## config.mk

```make
export PLATFORM = sky130hd
export DESIGN_NAME = sreg_unit
export DESIGN_NICKNAME = d
export VERILOG_FILES = /design/src/rtl/sreg_pkg.sv /design/src/rtl/sreg_flag_merge.sv /design/src/rtl/sreg_tbit.sv /design/src/rtl/sreg_gie_ctrl.sv /design/src/rtl/sreg_irq_gate.sv /design/src/rtl/sreg_unit.sv
export SDC_FILE = /design/constraint.sdc
export NUM_CORES = 1
export LEC_CHECK = 0
export CAP_MARGIN = 20
export CORE_UTILIZATION = 32
export CTS_CLUSTER_DIAMETER = 200
export CTS_CLUSTER_SIZE = 25
export DETAILED_ROUTE_END_ITERATION = 8
export GPL_ROUTABILITY_DRIVEN = 0
export GPL_TIMING_DRIVEN = 0
export PLACE_DENSITY = 0.9
export SLEW_MARGIN = 20
export SYNTH_ARGS = -nofsm -noshare
export SYNTH_HDL_FRONTEND = slang
export SYNTH_SLANG_ARGS = --single-unit
```

## constraint.sdc

```tcl
create_clock -name clk -period 3.7 [get_ports clk]
set_clock_uncertainty 0.15 [all_clocks]
set_input_delay 0.74 -clock clk [delete_from_list [all_inputs] [get_ports clk]]
set_output_delay 0.74 -clock clk [all_outputs]
set_load 0.02 [all_outputs]
```

## src/rtl/sreg_pkg.sv

```systemverilog
package sreg_pkg;

    localparam int SW = 8;

    localparam int B_I = 7;
    localparam int B_T = 6;
    localparam int B_H = 5;
    localparam int B_S = 4;
    localparam int B_V = 3;
    localparam int B_N = 2;
    localparam int B_Z = 1;
    localparam int B_C = 0;

    // Flags that only the ALU path may write
    localparam logic [SW-1:0] ALU_OWNED = (SW'(1) << B_H) | (SW'(1) << B_V) |
                                          (SW'(1) << B_N) | (SW'(1) << B_Z) |
                                          (SW'(1) << B_C);

    typedef struct packed {
        logic i;
        logic t;
        logic h;
        logic s;
        logic v;
        logic n;
        logic z;
        logic c;
    } sreg_t;

    typedef enum logic [1:0] {
        GIE_HOLD  = 2'd0,
        GIE_ENTRY = 2'd1,
        GIE_CLEAR = 2'd2,
        GIE_SET   = 2'd3
    } gie_act_e;

    function automatic logic sign_of(input logic n, input logic v);
        return n ^ v;
    endfunction

    function automatic gie_act_e gie_decide(input logic entry, input logic cli,
                                            input logic sei, input logic reti);
        if (entry)           return GIE_ENTRY;
        else if (cli)        return GIE_CLEAR;
        else if (sei | reti) return GIE_SET;
        else                 return GIE_HOLD;
    endfunction

endpackage

```

## src/rtl/sreg_flag_merge.sv

```systemverilog
module sreg_flag_merge
    import sreg_pkg::*;
(
    input  logic          clk,
    input  logic          rst,
    input  logic [SW-1:0] alu_flags_i,
    input  logic [SW-1:0] upd_mask_i,
    output logic          h_o,
    output logic          s_o,
    output logic          v_o,
    output logic          n_o,
    output logic          z_o,
    output logic          c_o
);

    logic [SW-1:0] eff_mask;
    logic [SW-1:0] cur_bits;
    logic [SW-1:0] nxt_bits;
    logic          sign_upd;
    logic          h_q, s_q, v_q, n_q, z_q, c_q;
    logic          s_nxt;

    assign eff_mask = upd_mask_i & ALU_OWNED;

    always_comb begin
        cur_bits      = '0;
        cur_bits[B_H] = h_q;
        cur_bits[B_V] = v_q;
        cur_bits[B_N] = n_q;
        cur_bits[B_Z] = z_q;
        cur_bits[B_C] = c_q;
    end

    for (genvar k = 0; k < SW; k++) begin : g_merge
        if (ALU_OWNED[k]) begin : g_owned
            assign nxt_bits[k] = eff_mask[k] ? alu_flags_i[k] : cur_bits[k];
        end else begin : g_other
            assign nxt_bits[k] = 1'b0;
        end
    end

    assign sign_upd = eff_mask[B_N] | eff_mask[B_V];

    always_comb begin
        if (sign_upd) s_nxt = sign_of(nxt_bits[B_N], nxt_bits[B_V]);
        else          s_nxt = s_q;
    end

    always_ff @(posedge clk) begin
        if (rst) begin
            h_q <= 1'b0;
            s_q <= 1'b0;
            v_q <= 1'b0;
            n_q <= 1'b0;
            z_q <= 1'b0;
            c_q <= 1'b0;
        end else begin
            h_q <= nxt_bits[B_H];
            s_q <= s_nxt;
            v_q <= nxt_bits[B_V];
            n_q <= nxt_bits[B_N];
            z_q <= nxt_bits[B_Z];
            c_q <= nxt_bits[B_C];
        end
    end

    assign h_o = h_q;
    assign s_o = s_q;
    assign v_o = v_q;
    assign n_o = n_q;
    assign z_o = z_q;
    assign c_o = c_q;

    AST_CARRY_MASK_HOLD: assert property (@(posedge clk) disable iff (rst)
        (!$past(rst) && !$past(upd_mask_i[B_C])) |-> (c_o == $past(c_o)));
    AST_CARRY_MASK_LOAD: assert property (@(posedge clk) disable iff (rst)
        upd_mask_i[B_C] |=> (c_o == $past(alu_flags_i[B_C])));
    AST_SIGN_HOLD: assert property (@(posedge clk) disable iff (rst)
        !(upd_mask_i[B_N] || upd_mask_i[B_V]) |=> $stable(s_o));

endmodule

```

## src/rtl/sreg_tbit.sv

```systemverilog
module sreg_tbit #(
    parameter int DATA_W = 8,
    localparam int SEL_W = $clog2(DATA_W)
) (
    input  logic              clk,
    input  logic              rst,
    input  logic              bst_i,
    input  logic [SEL_W-1:0]  bit_sel_i,
    input  logic [DATA_W-1:0] opnd_i,
    output logic              t_o,
    output logic [DATA_W-1:0] bld_data_o
);

    logic t_q;
    logic picked;

    always_comb begin
        picked = 1'b0;
        for (int k = 0; k < DATA_W; k++) begin
            if (bit_sel_i == SEL_W'(k)) picked = opnd_i[k];
        end
    end

    always_ff @(posedge clk) begin
        if (rst)        t_q <= 1'b0;
        else if (bst_i) t_q <= picked;
    end

    for (genvar k = 0; k < DATA_W; k++) begin : g_insert
        assign bld_data_o[k] = (bit_sel_i == SEL_W'(k)) ? t_q : opnd_i[k];
    end

    assign t_o = t_q;

    AST_BST_CAPTURE: assert property (@(posedge clk) disable iff (rst)
        bst_i |=> (t_o == $past(opnd_i[bit_sel_i])));
    AST_T_HOLD: assert property (@(posedge clk) disable iff (rst)
        !bst_i |=> $stable(t_o));
    AST_BLD_ONE_BIT: assert property (@(posedge clk) disable iff (rst)
        $countones(bld_data_o ^ opnd_i) <= 1);

endmodule

```

## src/rtl/sreg_gie_ctrl.sv

```systemverilog
module sreg_gie_ctrl
    import sreg_pkg::*;
(
    input  logic clk,
    input  logic rst,
    input  logic irq_entry_i,
    input  logic reti_i,
    input  logic sei_i,
    input  logic cli_i,
    output logic gie_o
);

    gie_act_e act;
    logic     gie_q;

    assign act = gie_decide(irq_entry_i, cli_i, sei_i, reti_i);

    always_ff @(posedge clk) begin
        if (rst) begin
            gie_q <= 1'b0;
        end else begin
            unique case (act)
                GIE_ENTRY: gie_q <= 1'b0;
                GIE_CLEAR: gie_q <= 1'b0;
                GIE_SET:   gie_q <= 1'b1;
                default:   gie_q <= gie_q;
            endcase
        end
    end

    assign gie_o = gie_q;

    AST_ENTRY_CLEARS: assert property (@(posedge clk) disable iff (rst)
        irq_entry_i |=> !gie_o);
    AST_RETI_SETS: assert property (@(posedge clk) disable iff (rst)
        (reti_i && !irq_entry_i && !cli_i) |=> gie_o);
    AST_CLI_CLEARS: assert property (@(posedge clk) disable iff (rst)
        cli_i |=> !gie_o);
    AST_IDLE_HOLDS: assert property (@(posedge clk) disable iff (rst)
        !(irq_entry_i || reti_i || sei_i || cli_i) |=> $stable(gie_o));

endmodule

```

## src/rtl/sreg_irq_gate.sv

```systemverilog
module sreg_irq_gate #(
    parameter int NSRC = 4
) (
    input  logic            gie_i,
    input  logic [NSRC-1:0] irq_req_i,
    input  logic [NSRC-1:0] irq_en_i,
    output logic            irq_take_o
);

    logic [NSRC-1:0] live;

    for (genvar k = 0; k < NSRC; k++) begin : g_src
        assign live[k] = irq_req_i[k] & irq_en_i[k];
    end

    assign irq_take_o = gie_i & (|live);

endmodule

```

## src/rtl/sreg_unit.sv

```systemverilog
module sreg_unit
    import sreg_pkg::*;
#(
    parameter int DATA_W = 8,
    parameter int NSRC   = 4,
    localparam int SEL_W = $clog2(DATA_W)
) (
    input  logic              clk,
    input  logic              rst,
    input  logic [SW-1:0]     alu_flags_i,
    input  logic [SW-1:0]     upd_mask_i,
    input  logic              bst_i,
    input  logic              bld_i,
    input  logic [SEL_W-1:0]  bit_sel_i,
    input  logic [DATA_W-1:0] opnd_i,
    output logic [DATA_W-1:0] bld_data_o,
    input  logic              irq_entry_i,
    input  logic              reti_i,
    input  logic              sei_i,
    input  logic              cli_i,
    input  logic [NSRC-1:0]   irq_req_i,
    input  logic [NSRC-1:0]   irq_en_i,
    output logic              irq_take_o,
    output logic [SW-1:0]     sreg_o,
    output logic              gie_o,
    output logic              tflag_o
);

    sreg_t word;
    logic  f_h, f_s, f_v, f_n, f_z, f_c;
    logic  t_bit;
    logic  gie;

    sreg_flag_merge u_flags (
        .clk         (clk),
        .rst         (rst),
        .alu_flags_i (alu_flags_i),
        .upd_mask_i  (upd_mask_i),
        .h_o         (f_h),
        .s_o         (f_s),
        .v_o         (f_v),
        .n_o         (f_n),
        .z_o         (f_z),
        .c_o         (f_c)
    );

    sreg_tbit #(.DATA_W(DATA_W)) u_tbit (
        .clk        (clk),
        .rst        (rst),
        .bst_i      (bst_i),
        .bit_sel_i  (bit_sel_i),
        .opnd_i     (opnd_i),
        .t_o        (t_bit),
        .bld_data_o (bld_data_o)
    );

    sreg_gie_ctrl u_gie (
        .clk         (clk),
        .rst         (rst),
        .irq_entry_i (irq_entry_i),
        .reti_i      (reti_i),
        .sei_i       (sei_i),
        .cli_i       (cli_i),
        .gie_o       (gie)
    );

    sreg_irq_gate #(.NSRC(NSRC)) u_gate (
        .gie_i      (gie),
        .irq_req_i  (irq_req_i),
        .irq_en_i   (irq_en_i),
        .irq_take_o (irq_take_o)
    );

    always_comb begin
        word.i = gie;
        word.t = t_bit;
        word.h = f_h;
        word.s = f_s;
        word.v = f_v;
        word.n = f_n;
        word.z = f_z;
        word.c = f_c;
    end

    assign sreg_o  = word;
    assign gie_o   = gie;
    assign tflag_o = t_bit;

    AST_SIGN_IS_XOR: assert property (@(posedge clk) disable iff (rst)
        sreg_o[B_S] == (sreg_o[B_N] ^ sreg_o[B_V]));
    AST_GATED_WHEN_OFF: assert property (@(posedge clk) disable iff (rst)
        !gie_o |-> !irq_take_o);
    AST_T_IGNORES_ALU: assert property (@(posedge clk) disable iff (rst)
        (!bst_i && upd_mask_i[B_T]) |=> $stable(tflag_o));
    AST_RESET_CLEAR: assert property (@(posedge clk)
        $past(rst) |-> (sreg_o == '0));
    AST_BLD_STROBE_SANE: assert property (@(posedge clk) disable iff (rst)
        bld_i |-> (bld_data_o[bit_sel_i] == tflag_o));

endmodule

```

==> results.ini <==
[status]
status=complete, no violations

[timing]
fmax_mhz=296
worst_slack_ns=0.323
period_share_pct=91.3
worst_pin_slew_ns=0.388
rsz0062_at_grt=false
setup_viol=0
period_needed_ns=3.38
drv_slew=0
relSlewSlack_pct=74.1
fin_setup_tns_ns=0
hold_violations=0

[synthesis]
synth_top_area_share_pct=24.6
synthArstFlopShare_pct=0
ys.flop_type=dfxtp_1
synth_area_leader_cell=dfxtp_1
synth-edff-count=0
synth_cell_types=27
synth_area_um2=652
yosys-top-cells-area=dfxtp_1, mux2_2, buf_4
ys_top_cells_by_count=nor2_1, buf_4, dfxtp_1
syn-num-nets=117
netlist_instances=74
synth-seq-cells=8
ys_seq_area_share_pct=24.6
yosysMostFrequentCell=nor2_1
postSynthAreaPerCell_um2=8.81
ys.warnings.count=0

[clocking]
h-tree-depth=1
clk_pin_slew_ns=0.05
ctsResizeCount=0
cts_tree=done
clock_path_buffers=2
cts_buffers=3
cts-root-buf=clkbuf_4
clock_latency_ns=0.24
hold_buffers=0
cts.sinks=8
post_cts_buffers=0

[final_layout]
area.growth.synth_to_final_pct=89.6
multi_input_area_um2=398
drive_gt1_share_pct=19.2
seq_area_um2=160
utilization_pct=67.9
nNetsFinal=175
fin_area_um2=1240
fill_cells=149
diodes=0

[die]
die_y_um=47.1
core_area_um2=1820
dieArea_um2=2220
io_pins=62
rows=15
die_w_um=47.1
initial_utilization_pct=35.8

[placement]
pre_cts_slack_ns=0.309
placed_area_um2=1210
place.detailed.hpwl_um=1530
portBuffers=53

[pwr]
total_power_mw=0.292
power.density_nw_per_um2=236
p_leak_nw=0.487
clkPwrFrac_pct=21.9
p_switching_mw=0.0815
power_frac_comb_pct=45.0
seqPwrFrac_pct=33.0
p_sw_share_pct=27.9
peakVddDrop_mv=0.117
p_int_mw=0.211

[setup_path]
crit_arrival_ns=2.49
critPathLaunchType=primary input
end_kind=output pin
critPathMaxFanout=10
required_ns=2.81
ff2ff_setup_slack_ns=2.64
path_class=primary input to output pin

[route]
drtIter0Drc=1
dr.pass1.iters=4
vias=694
wl_per_cell_um=11.5
drcViolationCount=0
drt_wl_total_um=1790
drtAntennaViolNets=0
via_per_inst=4.48

[global_route]
grt_overflow=0
grt_max_degree=12
grt_pass1_wl_um=2590
grt_pass1_vias=602
gr-usage-all-layers_pct=17.0
antenna_found_initial=0

[hold_path]
hp-class=register to register

[run]
drv_cap=0

## per-layer routing
layer | track usage (%) | share of wire (%) | up-vias
met2 | 31.7 | 52 | 29
li1 | - | - | 366
met1 | 17.4 | 38 | 295
met4 | 7.43 | 2.2 | 0
met3 | 5.00 | 7.7 | 4
met5 | 0 | 0 | -
## area by class of cell
class | count | area share (%)
multi-input combinational | 54 | 32.2
timing repair buffer | 53 | 42.9
buffer | 12 | 7.59
clock buffer | 3 | 1.82
sequential | 8 | 13.0
tap | 25 | 2.53
## layout by cell type (no fill, tap or decap), types with 2 or more instances in the layout
master and count:
a21oi_1 2, a22oi_1 2, buf_4 9, buf_6 2, clkbuf_4 3, clkdlybuf4s50_1 53
dfxtp_1 8, mux2_2 7, mux2i_1 6, nand2_1 3, nand2b_1 2, nand3b_1 2
nor2_1 11, nor2b_1 3, nor3_1 3
## worst paths after layout
path                            cells after the start          from       endpoint
worst max register to register                      4   u_flags.v_o    u_flags.s_o
worst max-delay path                                5  bit_sel_i[0]  bld_data_o[2]
worst min-delay path                                2   u_flags.c_o    u_flags.c_o
worst min register to register                      2   u_flags.c_o    u_flags.c_o
## flip-flops by register name, summed over array words and instances, names as in the netlist
name and count:
u_flags.c_o 1, u_flags.h_o 1, u_flags.n_o 1, u_flags.s_o 1, u_flags.v_o 1, u_flags.z_o 1, u_gie.gie_o 1, u_tbit.t_o 1
## per-stage QoR
stage | std cells | hold slack (ns)
floorplan | 74 | 0.312
global placement | 152 | 0.326
finish | 155 | 0.350
global route | 155 | 0.363
CTS | 155 | 0.351
detailed placement | 152 | 0.336
## critical path: stages
cell and delay (ns):
clkdlybuf4s50_1 0.48, buf_6 0.18, nor3b_1 0.21, mux2_2 0.35, clkdlybuf4s50_1 0.53
## kinds of logic after synthesis
group	after synthesis	synth area share [%]
DFF	8	24.6
buffers and inverters	12	14.4
xor gates and xnor gates	1	1.34
and+or+nand+nor	28	23.8
muxes	14	23.0
AOI/OAI and AO/OA	11	12.9
## power by group through the flow
| stage | registers (mW) | clock network, mW | logic [mW] |
|---|---|---|---|
| floorplan | 0.0986 | 0 | 0.0619 |
| global placement | 0.0980 | 0 | 0.130 |
| detailed placement | 0.0983 | 0 | 0.132 |
| CTS | 0.0965 | 0.0663 | 0.133 |
| global route | 0.0970 | 0.0724 | 0.141 |
| finish | 0.0965 | 0.0640 | 0.132 |
(Power assumes the default switching activity.)
